### config.mk
export PLATFORM = sky130hd
export DESIGN_NAME = mode_switch_mem
export DESIGN_NICKNAME = d
export VERILOG_FILES = /design/src/rtl/msm_pkg.sv /design/src/rtl/msm_bank.sv /design/src/rtl/msm_fifo.sv /design/src/rtl/msm_mode_sync.sv /design/src/rtl/mode_switch_mem.sv
export SDC_FILE = /design/constraint.sdc
export NUM_CORES = 1
export LEC_CHECK = 0
export BUFFER_PORTS_ARGS = -buffer_cell sky130_fd_sc_hd__buf_2
export CORE_ASPECT_RATIO = 1.2
export CORE_MARGIN = 4
export CORE_UTILIZATION = 36
export CTS_CLUSTER_SIZE = 28
export DETAILED_ROUTE_END_ITERATION = 8
export PLACE_DENSITY = 0.57
export SYNTH_ARGS = -nofsm -noshare
export SYNTH_HDL_FRONTEND = slang
export SYNTH_SLANG_ARGS = --single-unit
### constraint.sdc
create_clock -name clk -period 3.3 [get_ports clk]
set_input_delay 0.33 -clock clk [delete_from_list [all_inputs] [get_ports clk]]
set_output_delay 0.33 -clock clk [all_outputs]
set_load 0.005 [all_outputs]
### src/rtl/msm_pkg.sv
package msm_pkg;

   // Latched operating mode of the memory model.
   typedef enum logic [1:0] {
      MODE_OPEN   = 2'd0,   // window still being observed
      MODE_SHARED = 2'd1,   // one image for all processors
      MODE_SPLIT  = 2'd2    // one private image per processor
   } mode_e;

   function automatic int idx_width(input int n);
      return (n > 1) ? $clog2(n) : 1;
   endfunction

endpackage

### src/rtl/msm_bank.sv
module msm_bank #(
   parameter int BANKS = 1,
   parameter int WORDS = 2,
   parameter int DW    = 8,
   parameter int BW    = 1,
   parameter int AW    = 1
) (
   input  logic          clk,
   input  logic          rst_n,
   input  logic          en,
   input  logic          we,
   input  logic [BW-1:0] bank,
   input  logic [AW-1:0] addr,
   input  logic [DW-1:0] wdata,
   output logic [DW-1:0] rdata
);

   logic [DW-1:0] mem [BANKS][WORDS];
   logic [BW-1:0] sel;

   generate
      if (BANKS == 1) begin : g_single
         // single image: the processor index takes no part in the access
         assign sel = '0;
         logic unused_bank;
         assign unused_bank = ^bank;
      end else begin : g_multi
         assign sel = bank;
      end
   endgenerate

   always_ff @(posedge clk) begin
      if (!rst_n) begin
         for (int b = 0; b < BANKS; b++)
            for (int w = 0; w < WORDS; w++)
               mem[b][w] <= '0;
      end else if (en && we) begin
         mem[sel][addr] <= wdata;
      end
   end

   assign rdata = mem[sel][addr];

   // a write lands in the selected copy and is visible next cycle
   p_write_lands_r6: assert property (@(posedge clk) disable iff (!rst_n)
      (en && we) |=> (mem[$past(sel)][$past(addr)] == $past(wdata)));

endmodule

### src/rtl/msm_fifo.sv
module msm_fifo #(
   parameter int W     = 8,
   parameter int DEPTH = 6
) (
   input  logic         clk,
   input  logic         rst_n,
   input  logic         push,
   input  logic [W-1:0] din,
   input  logic         pop,
   output logic [W-1:0] dout,
   output logic         full,
   output logic         empty
);

   localparam int PTRW = (DEPTH > 1) ? $clog2(DEPTH) : 1;
   localparam int CNTW = $clog2(DEPTH + 1);
   localparam logic [PTRW-1:0] LASTP = PTRW'(DEPTH - 1);

   logic [W-1:0]    slots [DEPTH];
   logic [PTRW-1:0] wr_ptr, rd_ptr;
   logic [CNTW-1:0] count;

   function automatic logic [PTRW-1:0] bump(input logic [PTRW-1:0] p);
      return (p == LASTP) ? '0 : p + 1'b1;
   endfunction

   always_ff @(posedge clk) begin
      if (!rst_n) begin
         wr_ptr <= '0;
         rd_ptr <= '0;
         count  <= '0;
      end else begin
         if (push) wr_ptr <= bump(wr_ptr);
         if (pop)  rd_ptr <= bump(rd_ptr);
         if (push && !pop)      count <= count + 1'b1;
         else if (pop && !push) count <= count - 1'b1;
      end
   end

   always_ff @(posedge clk) begin
      if (push) slots[wr_ptr] <= din;
   end

   assign dout  = slots[rd_ptr];
   assign full  = (count == CNTW'(DEPTH));
   assign empty = (count == '0);

   // the producer never writes into a full buffer
   p_no_overflow_r9: assert property (@(posedge clk) disable iff (!rst_n)
      push |-> !full);
   p_no_underflow_r8: assert property (@(posedge clk) disable iff (!rst_n)
      pop |-> !empty);

endmodule

### src/rtl/msm_mode_sync.sv
module msm_mode_sync
   import msm_pkg::*;
#(
   parameter int NUM_PROC = 3,
   parameter int NUM_ADDR = 2,
   parameter int PW       = 2,
   parameter int AW       = 1
) (
   input  logic          clk,
   input  logic          rst_n,
   input  logic          acc,
   input  logic          is_write,
   input  logic [PW-1:0] proc,
   input  logic [AW-1:0] addr,
   output logic          decided,
   output logic          split
);

   localparam int PA   = NUM_PROC * NUM_ADDR;
   localparam int IW   = (PA > 1) ? $clog2(PA) : 1;
   localparam int CW   = $clog2(PA + 1);
   localparam logic [CW-1:0] LAST = CW'(PA - 1);

   mode_e           state;
   logic [CW-1:0]   cnt;
   logic [PA-1:0]   seen;
   logic [IW-1:0]   idx;

   assign idx = IW'(proc) * IW'(NUM_ADDR) + IW'(addr);

   always_ff @(posedge clk) begin
      if (!rst_n) begin
         state <= MODE_OPEN;
         cnt   <= '0;
         seen  <= '0;
      end else if (acc && state == MODE_OPEN) begin
         cnt <= cnt + 1'b1;
         if (!is_write || seen[idx]) begin
            state <= MODE_SHARED;          // split outcome now impossible
         end else begin
            seen[idx] <= 1'b1;
            if (cnt == LAST) state <= MODE_SPLIT;
         end
      end
   end

   assign decided = (state != MODE_OPEN);
   assign split   = (state == MODE_SPLIT);

   // a latched mode never moves again
   p_mode_sticky_r10: assert property (@(posedge clk) disable iff (!rst_n)
      (state != MODE_OPEN) |=> (state == $past(state)));
   // the window never runs past its length while undecided
   p_window_bound_r2: assert property (@(posedge clk) disable iff (!rst_n)
      (state == MODE_OPEN) |-> (cnt < CW'(PA)));

endmodule

### src/rtl/mode_switch_mem.sv
module mode_switch_mem
   import msm_pkg::*;
#(
   parameter int NUM_PROC = 3,
   parameter int NUM_ADDR = 2,
   parameter int DATA_W   = 8,
   parameter int PW       = idx_width(NUM_PROC),
   parameter int AW       = idx_width(NUM_ADDR)
) (
   input  logic              clk,
   input  logic              rst_n,
   input  logic              in_valid,
   output logic              in_ready,
   input  logic              in_write,
   input  logic [PW-1:0]     in_proc,
   input  logic [AW-1:0]     in_addr,
   input  logic [DATA_W-1:0] in_data,
   output logic              out_valid,
   input  logic              out_ready,
   output logic              out_write,
   output logic [PW-1:0]     out_proc,
   output logic [AW-1:0]     out_addr,
   output logic [DATA_W-1:0] out_data
);

   localparam int PA = NUM_PROC * NUM_ADDR;
   localparam int RW = 1 + PW + AW + DATA_W;

   generate
      if (NUM_PROC < 1 || NUM_ADDR < 1 || DATA_W < 1) begin : g_bad_size
         $error("mode_switch_mem: sizes must be positive");
      end
      if (PW < idx_width(NUM_PROC) || AW < idx_width(NUM_ADDR)) begin : g_bad_width
         $error("mode_switch_mem: index widths too narrow");
      end
   endgenerate

   logic              acc, pop, full, empty, decided, split;
   logic [DATA_W-1:0] sh_rd, pr_rd;
   logic [RW-1:0]     sh_resp, pr_resp, head;
   logic [2*RW-1:0]   pair_out;

   assign acc = in_valid && in_ready;

   msm_bank #(.BANKS(1), .WORDS(NUM_ADDR), .DW(DATA_W), .BW(PW), .AW(AW)) u_shared (
      .clk(clk), .rst_n(rst_n), .en(acc), .we(in_write), .bank(in_proc),
      .addr(in_addr), .wdata(in_data), .rdata(sh_rd));

   msm_bank #(.BANKS(NUM_PROC), .WORDS(NUM_ADDR), .DW(DATA_W), .BW(PW), .AW(AW)) u_private (
      .clk(clk), .rst_n(rst_n), .en(acc), .we(in_write), .bank(in_proc),
      .addr(in_addr), .wdata(in_data), .rdata(pr_rd));

   assign sh_resp = {in_write, in_proc, in_addr, in_write ? in_data : sh_rd};
   assign pr_resp = {in_write, in_proc, in_addr, in_write ? in_data : pr_rd};

   msm_mode_sync #(.NUM_PROC(NUM_PROC), .NUM_ADDR(NUM_ADDR), .PW(PW), .AW(AW)) u_sync (
      .clk(clk), .rst_n(rst_n), .acc(acc), .is_write(in_write), .proc(in_proc),
      .addr(in_addr), .decided(decided), .split(split));

   msm_fifo #(.W(2 * RW), .DEPTH(PA)) u_buf (
      .clk(clk), .rst_n(rst_n), .push(acc), .din({sh_resp, pr_resp}),
      .pop(pop), .dout(pair_out), .full(full), .empty(empty));

   assign in_ready  = !full;
   assign out_valid = decided && !empty;
   assign pop       = out_valid && out_ready;
   assign head      = split ? pair_out[RW-1:0] : pair_out[2*RW-1:RW];
   assign {out_write, out_proc, out_addr, out_data} = head;

   // input legality taken for granted by the model
   p_legal_index_r2: assert property (@(posedge clk) disable iff (!rst_n)
      in_valid |-> (int'(in_proc) < NUM_PROC && int'(in_addr) < NUM_ADDR));
   // a stalled response holds its value
   p_hold_stall_r9: assert property (@(posedge clk) disable iff (!rst_n)
      (out_valid && !out_ready) |=>
         (out_valid && $stable({out_write, out_proc, out_addr, out_data})));

endmodule

* After elaboration in Yosys (flattened, before gate mapping)
Memory sizes are Yosys's and may differ from the RTL's. A register that Yosys moved wholly into a read port is not among the register bits. Index checks and enable logic that the tools add are counted. Widths: inputs -> output; s select.
Storage, ports and cells: bits in registers 20, memory bits (writable) 208, output and inout port bits 14, word-level logic and storage cells 85, memories kept 3
Operators by class: add/sub/neg operators 6, $lt $le $gt $ge 4, eq/ne operators 5, mux-type cells 34, bitwise logic cells 3, reduce and logical (&&, ||, !) cells 24
Memories:
- u_buf.slots | words 6, bits a word 24, read ports 1, clocked after memory_dff 1, write ports 1, RTL line msm_fifo.sv:19 | logic [W-1:0] slots [DEPTH];
- u_private.mem | words 3, bits a word 16, read ports 1, clocked after memory_dff 0, write ports 3, RTL line msm_bank.sv:18 | logic [DW-1:0] mem [BANKS][WORDS];
- u_shared.mem | words 1, bits a word 16, read ports 1, clocked after memory_dff 0, write ports 2, RTL line msm_bank.sv:18
Operators by type and width (number):
- $mux 16 | 5
- $mux 8 | 9
- $reduce_or 16->1 | 2
- $mux 3 | 6
- $add 3x1->3 const B | 4
- $eq 3x3->1 const B | 4
- $mux 12 | 1
- $logic_and 1x1->1 | 9
- $demux 8 s1 | 1
- $mux 1 | 7
- $mux 2 | 3
- $or 6x6->6 | 1
- $reduce_bool 2->1 | 3
- $logic_not 1->1 | 5
- $lt 3x4->1 const B | 1
- $reduce_and 2->1 | 2
- $add 3x1->3 | 1
- $bmux 1 s3 | 1
- $demux 1 s3 | 1
- $ge 3x1->1 const B | 1
- $logic_not 3->1 | 1
- $sub 3x1->3 const B | 1
- $eq 2x2->1 const B | 1
- $ge 2x2->1 const B | 1
- other kinds (5) | 5

* Logic depth before layout (Yosys ltp)
depth in word-level cells 9, gate-level depth with buffers 10

* Modules after synthesis
From an unflattened synthesis, not the netlist that was laid out.
Second synthesis, totals: cells, all modules 609, area total of the unflattened synthesis 10676.5 um2
Modules (own cells, without submodules):
- msm_fifo | instances 1, cells each 278, area an instance 6068.3 um2, seq. area each 4564.4 um2
- msm_bank at u_private | instances 1, cells each 176, area an instance 2866.5 um2, seq. area each 1921.8 um2
- msm_bank at u_shared | instances 1, cells each 64, area an instance 744.5 um2, seq. area each 400.4 um2
- msm_mode_sync | instances 1, cells each 56, area an instance 580.6 um2, seq. area each 220.2 um2
- mode_switch_mem | instances 1, cells each 35, area an instance 416.6 um2, seq. area each 0.0 um2

* Worst setup path before layout
Ideal clock, no wire load.
path kind reg-to-reg, start reg u_buf.count[0], end mem u_buf.slots[4][0] in the netlist's numbering, enable pin, library setup time 0.455 ns, arrival 3.076 ns, required time 2.845 ns, slack -0.232 ns, stages on the path, launching flop included 5, clock period less this slack 3.532 ns, cells stage by stage dfxtp_1 -> and3b_4 -> inv_2 -> nand2_1 -> nor4b_1
Between the ends: cells in the longest elaborated chain, start to end 5
Ends and longest elaborated chain:
- start: declaration | RTL line msm_fifo.sv:21 | logic [CNTW-1:0] count;
- start signal: assignment | RTL line msm_fifo.sv:35 | if (push && !pop) count <= count + 1'b1;
- start signal: assignment | RTL line msm_fifo.sv:36 | else if (pop && !push) count <= count - 1'b1;
- $eq 3x3->1 | RTL line msm_fifo.sv:45 | assign full = (count == CNTW'(DEPTH));
- $logic_not 1->1 | RTL line mode_switch_mem.sv:64 | assign in_ready = !full;
- named net in_ready | RTL line mode_switch_mem.sv:13 | output logic in_ready,
- $logic_and 1x1->1 | RTL line mode_switch_mem.sv:43 | assign acc = in_valid && in_ready;
- $mux 1 | RTL line msm_fifo.sv:41 | if (push) slots[wr_ptr] <= din;
- $mux 1 (not written as such) | RTL line msm_fifo.sv:41
- end: declaration | RTL line msm_fifo.sv:19
The timed path passes the listed nets, and every way through them passes these cells.

==> summary.md <==
| Metric | Value |
|---|---|
| Synthesized area | `between 9000 and 10000 um2` |
| Max Cap Viol | `0` |
| Maximum buffer depth of the clock tree | `3` |
| Clock tree root buffer cell | `clkbuf_16` |
| Initial cell density of the core | `a little under two fifths` |
| P&R area growth vs syn | `14.4%` |
| Global route overflow | `0` |
| Syn avg cell area | `between 15 and 20 um2` |
| Most common cell after layout, fill and taps aside | `edfxtp_1` |
| FP Rows | `63` |
| Maximum vdd drop | `between 0.0003 and 0.0004 V` |
| Combinational family with the most area after synthesis | `multiplexers` |
| Worst endpoint required time | `between 2000 and 3000 ps` |
| Reg2Reg Setup Slack | `890 ps` |
| CP Capture Type | `primary output` |
| Count of final hold-check violations | `0` |
| Clk pin slew, worst setup/hold paths | `about 60 ps` |
| Synthesized-area fraction occupied by adder cells | `0.630%` |
| Cell area power density | `around 600 nW/um2` |
| CP max-delay cell | `dfxtp_2` |
| 1st-iter DRT viols | `approximately 270` |
| ANT cells | `0` |
| Compound-Gate Fraction of Synth Area | `between 4 and 5%` |
| Synth cell types | `between 40 and 50` |
| Final period util | `between 80% and 90%` |
| Hold crit path type | `in2reg` |
| Via density | `approximately 5` |
| Worst-margin pin slew | `roughly 930 ps` |
| Design Power | `approximately 0.006 W` |
| Crit Path Category | `reg2out` |
| First-pass GRT wire length | `roughly 28 mm` |
| Die area | `between 20000 and 30000 um2` |
| R2r startpoint | `u_buf.count[0]` |
| Post-Synth XOR/XNOR Area | `less than 1%` |
| Final setup TNS | `0 ps` |
| Port bufs | `29` |
| Sequential element share of the synthesized area | `69.9%` |
| RSZ-0062 raised after global routing | `false` |
| Hold wc startpoint | `in_data[0]` |
| Post-CTS Resized | `0` |
| Final Slew Violations | `0` |
| Reg2Reg Depth | `10` |
| Peak fanout along the critical path | `14` |
| CTS tree | `yes` |
| Worst skew pair latency | `approximately 500 ps` |
| Drt total wl | `17.5 mm` |
| Simple-Gate Fraction of Synth Area | `a little under a tenth` |
| CTS Buf Count | `22` |
| Post-DRT Antenna Nets | `0` |
| Status | `finished, final reports clean` |
| Core area | `24800 um2` |
| Startpoint types | `register` |
| Max_slew headroom | `a little under two fifths` |
| Fmax | `~370 MHz` |
| Hold Path Sink | `u_shared.mem[0][0]` |
| Die Height | `~180 um` |
| Final nets | `roughly 640` |
| Post CTS Setup Buffer Count | `0` |
| Final Setup Violations | `0` |
| FF+latch count, synth | `between 200 and 250` |
| DRT Pass-1 Iters | `4` |
| Hold Crit Depth | `3` |
| All-Layer GR Usage | `roughly an eighth` |
| # DRC | `0` |
| Crit-path cells | `buf_4 -> mux4_2 -> mux2i_1 -> o21ai_1 -> buf_2` |
| Largest net degree at the start of global routing | `40` |
| Number of global-route vias before repair | `5061` |
| Gpl congestion | `about 0.74` |
| Via count | `4675` |
| Worst R2R End | `u_buf.count[2]` |
| Slowest stage delay, CP | `560 ps` |
| Clock Sink Count | `around 220` |
| Crit path DAT | `roughly 2300 ps` |
| Min Tclk post-route | `2670 ps` |
| Detailed placer's ending HPWL | `~12 mm` |
| # H-tree levels | `1` |
| Share of cells above drive strength 1 | `between 20% and 30%` |
| Drt wl/cell | `approximately 18 um` |
| Syn Inst Count | `around 570` |
| Mux contribution to synthesized area | `12.6%` |
| Most frequent cells in the layout | `edfxtp_1, nor2_1, nand2_1` |
| Hold Buf Count CTS | `0` |
| Initial antenna violation count | `0` |
| Die X | `between 150 and 200 um` |
| Syn nets | `a little under 600` |
| I/O pins | `30` |
| Fin Clk Skew | `approximately 19 ps` |
| Static Leak | `3.62 nW` |
| Ys Warns | `0` |
-- layer usage --
metal | vias to the layer above | GRT usage (%) | part of all wire, %
met2 | 56 | 24.2 | 55
li1 | 2254 | - | -
met3 | 21 | 1.66 | 2.8
met4 | 0 | 3.00 | 1.7
met1 | 2344 | 14.8 | 41
met5 | - | 0 | 0
-- synth_stat cells (all sizes together) --
cell type,instances,share of area [%]
a211oi,8,0.66
a21boi,2,0.16
a21oi,4,0.22
a32o,7,0.77
and2,31,2.1
and3,1,0.069
and3b,1,0.14
buf,14,1.0
clkbuf,12,0.49
dfxtp,31,6.8
edfxtp,192,63
fa,1,0.22
ha,3,0.41
inv,23,0.97
mux2i,16,1.8
mux4,44,11
nand2,45,1.8
nand2b,4,0.27
nand3,7,0.38
nand3b,1,0.082
nor2,50,2.2
nor2b,12,0.82
nor3,6,0.51
nor3b,1,0.14
nor4,3,0.53
nor4b,1,0.096
o211a,1,0.11
o21a,1,0.082
o21ai,27,1.5
o22ai,8,0.55
o31ai,1,0.082
o32a,1,0.11
or2,1,0.069
or3,3,0.26
xnor2,4,0.38
xor2,2,0.19
-- report_power, final --
group          leakage [nW]  switching, W  internal (W)  total (W)
clock                 0.337      0.000988       0.00143    0.00241
sequential             2.06     0.0000522       0.00320    0.00325
combinational          1.22      0.000264      0.000197   0.000461
-- logic make-up (layout without fill, tap and decap cells) --
group	count (synthesis)	count (layout)
DFF	223	223
xor gates and xnor gates	6	6
and+or+nand+nor	167	167
AOI/OAI and AO/OA	60	60
buffers and inverters	49	114
muxes	60	60
adders and majority gates	4	4
-- worst max-delay path, delay by kind of cell, from the launching register on --
family | cells | cell delay, ps
buf+inv | 2 | 520
compound gates | 1 | 70
mux | 2 | 680
flops | 1 | 560
-- through the flow --
stage                     instance area [um2]  cells  hold slack, ps  utilization (%)  setup WS, ps
after floorplan                          9140    569             424                -          9.61
after global placement                   9750    920             432             39.3           974
after detailed placement                 9750    920             438             39.3           882
after CTS                               10500    959            99.2             42.1           530
after global routing                    10500    959             132             42.1           415
final                                   10500    959             118             42.1           632
-- sequential cells by signal (all words and copies together) (netlist names), named ones only --
register	flops
u_buf.count	3
u_buf.rd_ptr	3
u_buf.slots	120
u_buf.wr_ptr	3
u_private.mem	64
u_shared.mem	16
u_sync.cnt	3
u_sync.seen	6
u_sync.state	2
-- worst max path at each step --
stage | from | endpoint | slack, ps | cells after the start
final | register | out_data[0] | 630 | 5
after global routing | register | out_data[5] | 410 | 5
after CTS | register | out_data[5] | 530 | 5
after detailed placement | u_buf.count[0] | u_buf.count[2] | 880 | 10
after global placement | u_buf.count[0] | u_buf.count[2] | 970 | 10
after floorplan | u_buf.count[0] | u_buf.slots[0][0] | 10 | 4
-- area by class of cell --
cell class,count,area [um2]
clock buffers,27,591
clock inverters,12,110
fillers,2201,14400
inverters,23,88.8
multi-input cells,297,2550
flip-flops and latches,223,6390
well taps,325,407
repair buffers,52,318
Note: power is estimated with default switching activity, not from simulation.
